`src/rtl/shx_net_pkg.sv`:
```
package shx_net_pkg;

    parameter int unsigned NET_ADDR_W = 3;
    parameter int unsigned NET_DATA_W = 8;
    localparam int unsigned NET_PORTS = 1 << NET_ADDR_W;
    localparam int unsigned NET_SWITCHES = NET_PORTS / 2;

    typedef logic [NET_ADDR_W-1:0] addr_t;
    typedef logic [NET_DATA_W-1:0] word_t;

    typedef struct packed {
        logic  valid;
        logic  mcast;
        addr_t dest;
        addr_t src;
        word_t data;
    } lane_t;

    typedef enum logic [2:0] {
        SW_IDLE,
        SW_STRAIGHT,
        SW_CROSS,
        SW_BCAST_UP,
        SW_BCAST_LO
    } sw_state_e;

    // rotate left by one: lane wiring ahead of every rank
    function automatic addr_t shuffle_addr(input addr_t a);
        return {a[NET_ADDR_W-2:0], a[NET_ADDR_W-1]};
    endfunction

    // complement one address bit: partner lane inside a switch
    function automatic addr_t exchange_addr(input addr_t a, input int unsigned b);
        addr_t r;
        r = a;
        r[b] = ~a[b];
        return r;
    endfunction

    // swap the outermost bits, middle bits kept
    function automatic addr_t butterfly_addr(input addr_t a);
        addr_t r;
        r = a;
        r[NET_ADDR_W-1] = a[0];
        r[0] = a[NET_ADDR_W-1];
        return r;
    endfunction

endpackage

```
`src/rtl/shx_switch.sv`:
```
module shx_switch
    import shx_net_pkg::*;
#(
    parameter int unsigned ROUTE_BIT = 0,
    parameter bit          BCAST_EN  = 1'b0
) (
    input  lane_t up_i,
    input  lane_t lo_i,
    output lane_t up_o,
    output lane_t lo_o,
    output logic  lo_drop_o
);

    // request bits: [0] upper output, [1] lower output
    logic [1:0] up_req;
    logic [1:0] lo_req;
    logic       lo_grant;
    lane_t      lo_kept;
    sw_state_e  state;

    function automatic logic [1:0] port_request(input lane_t l);
        if (!l.valid) return 2'b00;
        if (BCAST_EN && l.mcast) return 2'b11;
        return l.dest[ROUTE_BIT] ? 2'b10 : 2'b01;
    endfunction

    always_comb begin
        up_req    = port_request(up_i);
        lo_req    = port_request(lo_i);
        lo_grant  = lo_i.valid && ((up_req & lo_req) == 2'b00);
        lo_kept   = lo_grant ? lo_i : '0;
        lo_drop_o = lo_i.valid && !lo_grant;

        if (up_req == 2'b11)
            state = SW_BCAST_UP;
        else if (lo_grant && lo_req == 2'b11)
            state = SW_BCAST_LO;
        else if (up_req == 2'b01 || (lo_grant && lo_req == 2'b10))
            state = SW_STRAIGHT;
        else if (up_req == 2'b10 || (lo_grant && lo_req == 2'b01))
            state = SW_CROSS;
        else
            state = SW_IDLE;

        case (state)
            SW_STRAIGHT: begin up_o = up_i;    lo_o = lo_kept; end
            SW_CROSS:    begin up_o = lo_kept; lo_o = up_i;    end
            SW_BCAST_UP: begin up_o = up_i;    lo_o = up_i;    end
            SW_BCAST_LO: begin up_o = lo_kept; lo_o = lo_kept; end
            default:     begin up_o = '0;      lo_o = '0;      end
        endcase
    end

    always_comb begin

        if (up_i.valid) upper_kept_chk: assert (up_o == up_i || lo_o == up_i);

        if (!up_i.valid && !lo_i.valid) idle_switch_chk: assert (up_o == '0 && lo_o == '0);
    end

endmodule

```
`src/rtl/shx_stage.sv`:
```
module shx_stage
    import shx_net_pkg::*;
#(
    parameter int unsigned STAGE = 0
) (
    input  lane_t [NET_PORTS-1:0] lanes_i,
    output lane_t [NET_PORTS-1:0] lanes_o,
    output logic  [NET_PORTS-1:0] drop_o
);

    localparam int unsigned ROUTE_BIT = NET_ADDR_W - 1 - STAGE;
    localparam bit          LAST_RANK = (STAGE == NET_ADDR_W - 1);

    lane_t [NET_PORTS-1:0]    shuffled;
    logic  [NET_SWITCHES-1:0] sw_drop;
    addr_t                    sw_src [NET_SWITCHES];

    for (genvar j = 0; j < NET_PORTS; j++) begin : g_wire
        localparam addr_t DST = shuffle_addr(addr_t'(j));
        assign shuffled[DST] = lanes_i[j];
    end

    for (genvar s = 0; s < NET_SWITCHES; s++) begin : g_sw
        localparam addr_t UP_LANE = addr_t'(2 * s);
        localparam addr_t LO_LANE = exchange_addr(UP_LANE, 0);
        shx_switch #(
            .ROUTE_BIT(ROUTE_BIT),
            .BCAST_EN (LAST_RANK)
        ) u_sw (
            .up_i     (shuffled[UP_LANE]),
            .lo_i     (shuffled[LO_LANE]),
            .up_o     (lanes_o[UP_LANE]),
            .lo_o     (lanes_o[LO_LANE]),
            .lo_drop_o(sw_drop[s])
        );
        assign sw_src[s] = shuffled[LO_LANE].src;
    end

    always_comb begin
        drop_o = '0;
        for (int s = 0; s < NET_SWITCHES; s++) begin
            if (sw_drop[s]) drop_o[sw_src[s]] = 1'b1;
        end
    end

endmodule

```
`src/rtl/shx_network.sv`:
```
module shx_network
    import shx_net_pkg::*;
(
    input  logic                             clk,
    input  logic                             rst,
    input  logic [NET_PORTS-1:0]             in_valid,
    input  logic [NET_PORTS-1:0]             in_mcast,
    input  logic [NET_PORTS*NET_ADDR_W-1:0]  in_dest,
    input  logic [NET_PORTS*NET_DATA_W-1:0]  in_data,
    output logic [NET_PORTS-1:0]             out_valid,
    output logic [NET_PORTS*NET_ADDR_W-1:0]  out_src,
    output logic [NET_PORTS*NET_DATA_W-1:0]  out_data,
    output logic [NET_PORTS-1:0]             out_blocked
);

    lane_t [NET_PORTS-1:0] chain [NET_ADDR_W+1];
    logic  [NET_PORTS-1:0] drops [NET_ADDR_W];
    logic  [NET_PORTS-1:0] blocked_comb;
    lane_t [NET_PORTS-1:0] out_q;
    logic  [NET_PORTS-1:0] blocked_q;

    always_comb begin
        for (int i = 0; i < NET_PORTS; i++) begin
            chain[0][i] = '0;
            if (in_valid[i]) begin
                chain[0][i].valid = 1'b1;
                chain[0][i].mcast = in_mcast[i];
                chain[0][i].dest  = in_dest[i*NET_ADDR_W +: NET_ADDR_W];
                chain[0][i].src   = addr_t'(i);
                chain[0][i].data  = in_data[i*NET_DATA_W +: NET_DATA_W];
            end
        end
    end

    for (genvar k = 0; k < NET_ADDR_W; k++) begin : g_rank
        shx_stage #(.STAGE(k)) u_stage (
            .lanes_i(chain[k]),
            .lanes_o(chain[k+1]),
            .drop_o (drops[k])
        );
    end

    always_comb begin
        blocked_comb = '0;
        for (int k = 0; k < NET_ADDR_W; k++) blocked_comb |= drops[k];
    end

    always_ff @(posedge clk) begin
        if (rst) begin
            out_q     <= '0;
            blocked_q <= '0;
        end else begin
            out_q     <= chain[NET_ADDR_W];
            blocked_q <= blocked_comb;
        end
    end

    for (genvar j = 0; j < NET_PORTS; j++) begin : g_out
        assign out_valid[j]                           = out_q[j].valid;
        assign out_src[j*NET_ADDR_W +: NET_ADDR_W]    = out_q[j].src;
        assign out_data[j*NET_DATA_W +: NET_DATA_W]   = out_q[j].data;
        assign out_blocked[j]                         = blocked_q[j];


        blocked_had_req_chk: assert property (@(posedge clk) disable iff (rst)
            out_blocked[j] |-> $past(in_valid[j]));


        delivered_src_chk: assert property (@(posedge clk) disable iff (rst)
            out_valid[j] |-> ((($past(in_valid) & ~out_blocked) >> out_src[j*NET_ADDR_W +: NET_ADDR_W]) & 1) != 0);


        idle_zero_chk: assert property (@(posedge clk) disable iff (rst)
            !out_valid[j] |-> (out_src[j*NET_ADDR_W +: NET_ADDR_W] == '0
                              && out_data[j*NET_DATA_W +: NET_DATA_W] == '0));
    end


    latency_chk: assert property (@(posedge clk) disable iff (rst)
        (|out_valid) |-> $past(|in_valid));

endmodule

```
`config.mk`:
```
export PLATFORM = sky130hd
export DESIGN_NAME = shx_network
export DESIGN_NICKNAME = d
export VERILOG_FILES = /design/src/rtl/shx_net_pkg.sv /design/src/rtl/shx_switch.sv /design/src/rtl/shx_stage.sv /design/src/rtl/shx_network.sv
export SDC_FILE = /design/constraint.sdc
export NUM_CORES = 1
export LEC_CHECK = 0
export ABC_CLOCK_PERIOD_IN_PS = 5400
export CORE_ASPECT_RATIO = 0.5
export CORE_UTILIZATION = 40
export CTS_BUF_LIST = sky130_fd_sc_hd__clkbuf_8
export DETAILED_ROUTE_END_ITERATION = 10
export HOLD_SLACK_MARGIN = 0.12
export PLACE_DENSITY = 0.71
export SLEW_MARGIN = 40
export SYNTH_ARGS = -nofsm -noshare
export SYNTH_HDL_FRONTEND = slang
export SYNTH_SLANG_ARGS = --single-unit
```
`constraint.sdc`:
```
create_clock -name clk -period 5.4 [get_ports clk]
set_clock_uncertainty 0.15 [all_clocks]
set_input_delay 0.54 -clock clk [delete_from_list [all_inputs] [get_ports clk]]
set_output_delay 0.54 -clock clk [all_outputs]
set_load 0.03 [all_outputs]
```
==> impl_metrics.tcl <==
set metrics [dict create \
    total_power_mw 2.133 \
    slew_headroom_pct 41.00 \
    synth_simple_gate_area_share_pct 20.87 \
    syn-instance-count 857 \
    grt_pass1_vias 7020 \
    layout_min_cycle_time_ns 4.040 \
    main_combinational_cell_family_by_area_after_synthesis "compound AO/OA/AOI/OAI gates" \
    status "complete, no violations" \
    number_of_clock_sinks 104 \
    dieHeight_um 94.80 \
    place.gp.congestion 1.015 \
    synth_largest_type_area_fraction_pct 30.22 \
    p_leak_nw 3.190 \
    cp_num_buf_inv 2 \
    async_flop_share_pct 0 \
    antenna_found_initial 1 \
    ys_top_cells_by_area "sky130_fd_sc_hd__dfxtp_1 30%, sky130_fd_sc_hd__a22oi_1 6.3%, sky130_fd_sc_hd__o22a_1 6.1%" \
    post_detailed_route_wirelength_per_cell_um 23.17 \
    synth-xor-area-share_pct 1.017 \
    cts_made_buffers 9 \
    syn_area_um2 6889 \
    initial_utilization_pct 41.50 \
    clkSlewWorstSetupHoldPaths_ns 0.11 \
    detail_route.first_pass.iterations 5 \
    setup.worst_path.start_class "input pin" \
    ant_nets 0 \
    post_cts_hold_buffer_count 0 \
    dp_hpwl_um 23050 \
    antenna_cells 0 \
    worstPathMaxFanout 20 \
    largest_delay_contributor_family_on_the_critical_path "compound AO/OA/AOI/OAI gates" \
    cts_root_buffer "sky130_fd_sc_hd__clkbuf_8" \
    die_w_um 187.6 \
    maximum_number_of_pins_on_one_net_before_global_route_repair 50 \
    hold_viol 0 \
    power_per_cell_area_nw_per_um2 231.9 \
    area.sequential_um2 2082 \
    cap_violations 0 \
    postCtsSetupRepairBufs 0 \
    tritoncts "built" \
    synth.most_common_cell "sky130_fd_sc_hd__dfxtp_1" \
    min_path_type "in -> reg" \
    synth_edf_count 0 \
    synth_mux_area_share_pct 1.290 \
    floorplan.die_area_um2 17780 \
    htreeDepth 3 \
    fill_cells 1563 \
    syn_nets 963 \
    synth-main-ff-cell "sky130_fd_sc_hd__dfxtp_1" \
    post_synth_fa_ha_maj_area_fraction_pct 0 \
    end_kind "flop" \
    avgSynthCellArea_um2 8.039 \
    cp_cell_sequence "clkdlybuf4s50_1 > and2_1 > or3_1 > a32oi_2 > o2111ai_1 > buf_4 > o21ai_1 > a31oi_1 > a21oi_1 > a22o_1" \
    grt_pass1_wl_um 42950 \
    rows 33 \
    io_buffer_count 209 \
    synthTopCellsByCount "104 x sky130_fd_sc_hd__dfxtp_1, 88 x sky130_fd_sc_hd__nor2_1, 71 x sky130_fd_sc_hd__nand2_1" \
    critical_path_required_ns 5.59 \
    synth-seq-area-share_pct 30.22 \
    cp_slowest_cell "sky130_fd_sc_hd__a21oi_1" \
    area_growth_syn_to_layout_pct 33.49 \
    setup_viol 0 \
    detail_route.iter0.violations 995 \
    critical_path.max_stage_delay_ns 0.71 \
    grtUsageTotal_pct 32.20 \
    finalNetCount 1126 \
    route.vias.total 7803 \
    synthesized_area_fraction_occupied_by_ao_oa_aoi_and_oai_cells_pct 40.88 \
    drt_drc_violations_left 0 \
    route.final.wire_length_um 29000 \
    post_synth_num_cell_types 84 \
    globalRoute.totalOverflow 0 \
    cts_max_path_buffers 2 \
    worstSetupPathType "in -> reg" \
    drive_gt1_share_pct 7.024 \
    post_cts_resize_count 0 \
    ir_drop_uv 140.7 \
    fin_tns_setup_ns 0 \
    maximum_frequency_from_static_timing_analysis_ghz 0.2476 \
    rsz_0062_raised_after_global_routing "no" \
    multiInputGateArea_um2 4423 \
    drt-vias-per-instance 6.232 \
    post-route-period-util_pct 74.81 \
    synth-seq-cells 104 \
    arrival_ns 4.23 \
    synth.yosys.warnings 0 \
    coreArea_um2 16600 \
    transition_time_at_the_pin_with_the_least_slew_margin_ns 0.8851 \
    yosysTopAreaCell "sky130_fd_sc_hd__dfxtp_1" \
    floorplan.io_pins 210 \
    report.final.slew_viol_count 0 \
]
==> kinds of logic (layout without fill, tap and decap cells) <==
| logic type | Yosys count | in the layout |
|---|---|---|
| flip-flops | 104 | 104 |
| AO/OA/AOI/OAI | 365 | 365 |
| buffers and inverters | 82 | 250 |
| XOR/XNOR | 8 | 8 |
| AND/OR/NAND/NOR | 289 | 289 |
| multiplexers | 8 | 8 |
| other | 1 | 1 |
==> layer usage <==
layer	vias up	wire, µm	global-route usage [%]
met5	-	0	0
met1	3721	14140	48.93
met2	453	11400	44.38
met3	28	3288	9.773
met4	0	169	3.794
li1	3601	-	-
==> cell usage in the layout, fill, tap and decap left out, types with 5 or more instances in the layout <==
cell type                           n
sky130_fd_sc_hd__clkdlybuf4s50_1  208
sky130_fd_sc_hd__dfxtp_1          104
sky130_fd_sc_hd__nor2_1            88
sky130_fd_sc_hd__nand2_1           71
sky130_fd_sc_hd__a22oi_1           58
sky130_fd_sc_hd__o22ai_1           48
sky130_fd_sc_hd__o22a_1            48
sky130_fd_sc_hd__a21oi_1           43
sky130_fd_sc_hd__o21ai_0           34
sky130_fd_sc_hd__nor3_1            33
sky130_fd_sc_hd__a22o_1            32
sky130_fd_sc_hd__nand2b_1          25
sky130_fd_sc_hd__buf_4             15
sky130_fd_sc_hd__nor2b_1           13
sky130_fd_sc_hd__a31oi_1           12
sky130_fd_sc_hd__and2_1            11
sky130_fd_sc_hd__inv_1             11
sky130_fd_sc_hd__o32ai_1            9
sky130_fd_sc_hd__clkbuf_8           9
sky130_fd_sc_hd__nand3_1            8
sky130_fd_sc_hd__o32a_1             8
sky130_fd_sc_hd__o22ai_2            7
sky130_fd_sc_hd__nand3b_1           6
sky130_fd_sc_hd__o211ai_1           5
sky130_fd_sc_hd__xnor2_1            5
==> where the power goes <==
group          internal, mW  switching (mW)  leakage, nW  total, mW
sequential            0.814          0.0161        0.846      0.830
combinational         0.317           0.524         2.26      0.841
clock                 0.168           0.294       0.0872      0.462
==> metrics by stage <==
step | hold slack, ns | cell area, µm² | worst slack (ns) | std cells | util [%]
floorplan | 0.5083 | 6889 | 2.457 | 857 | -
global placement | 0.8570 | 9020 | 0.9596 | 1236 | 54.34
detailed placement | 0.8640 | 9026 | 1.064 | 1236 | 54.38
CTS | 0.4534 | 9196 | 1.475 | 1252 | 55.40
global route | 0.5050 | 9196 | 1.081 | 1252 | 55.40
finish | 0.4625 | 9196 | 1.360 | 1252 | 55.40
==> final timing paths <==
check | from | to | depth (start not counted)
setup / recovery | in_dest[8] | out_data[49]$_SDFF_PP0_ | 10
hold / removal | rst | out_src[9]$_SDFF_PP0_ | 2
==> registers in the layout, summed over array words and instances (netlist names) <==
| signal | flops |
|---|---|
| out_blocked | 8 |
| out_data | 64 |
| out_src | 24 |
| out_valid | 8 |
==> layout make-up <==
class | count | area share [%]
clock inverters | 7 | 0.5034
repair buffers | 224 | 23.92
inverters | 10 | 0.4082
multi-input cells | 671 | 48.10
flip-flops and latches | 104 | 22.64
well taps | 227 | 3.088
clock buffers | 9 | 1.347
Power figures use the tool's default switching activity.
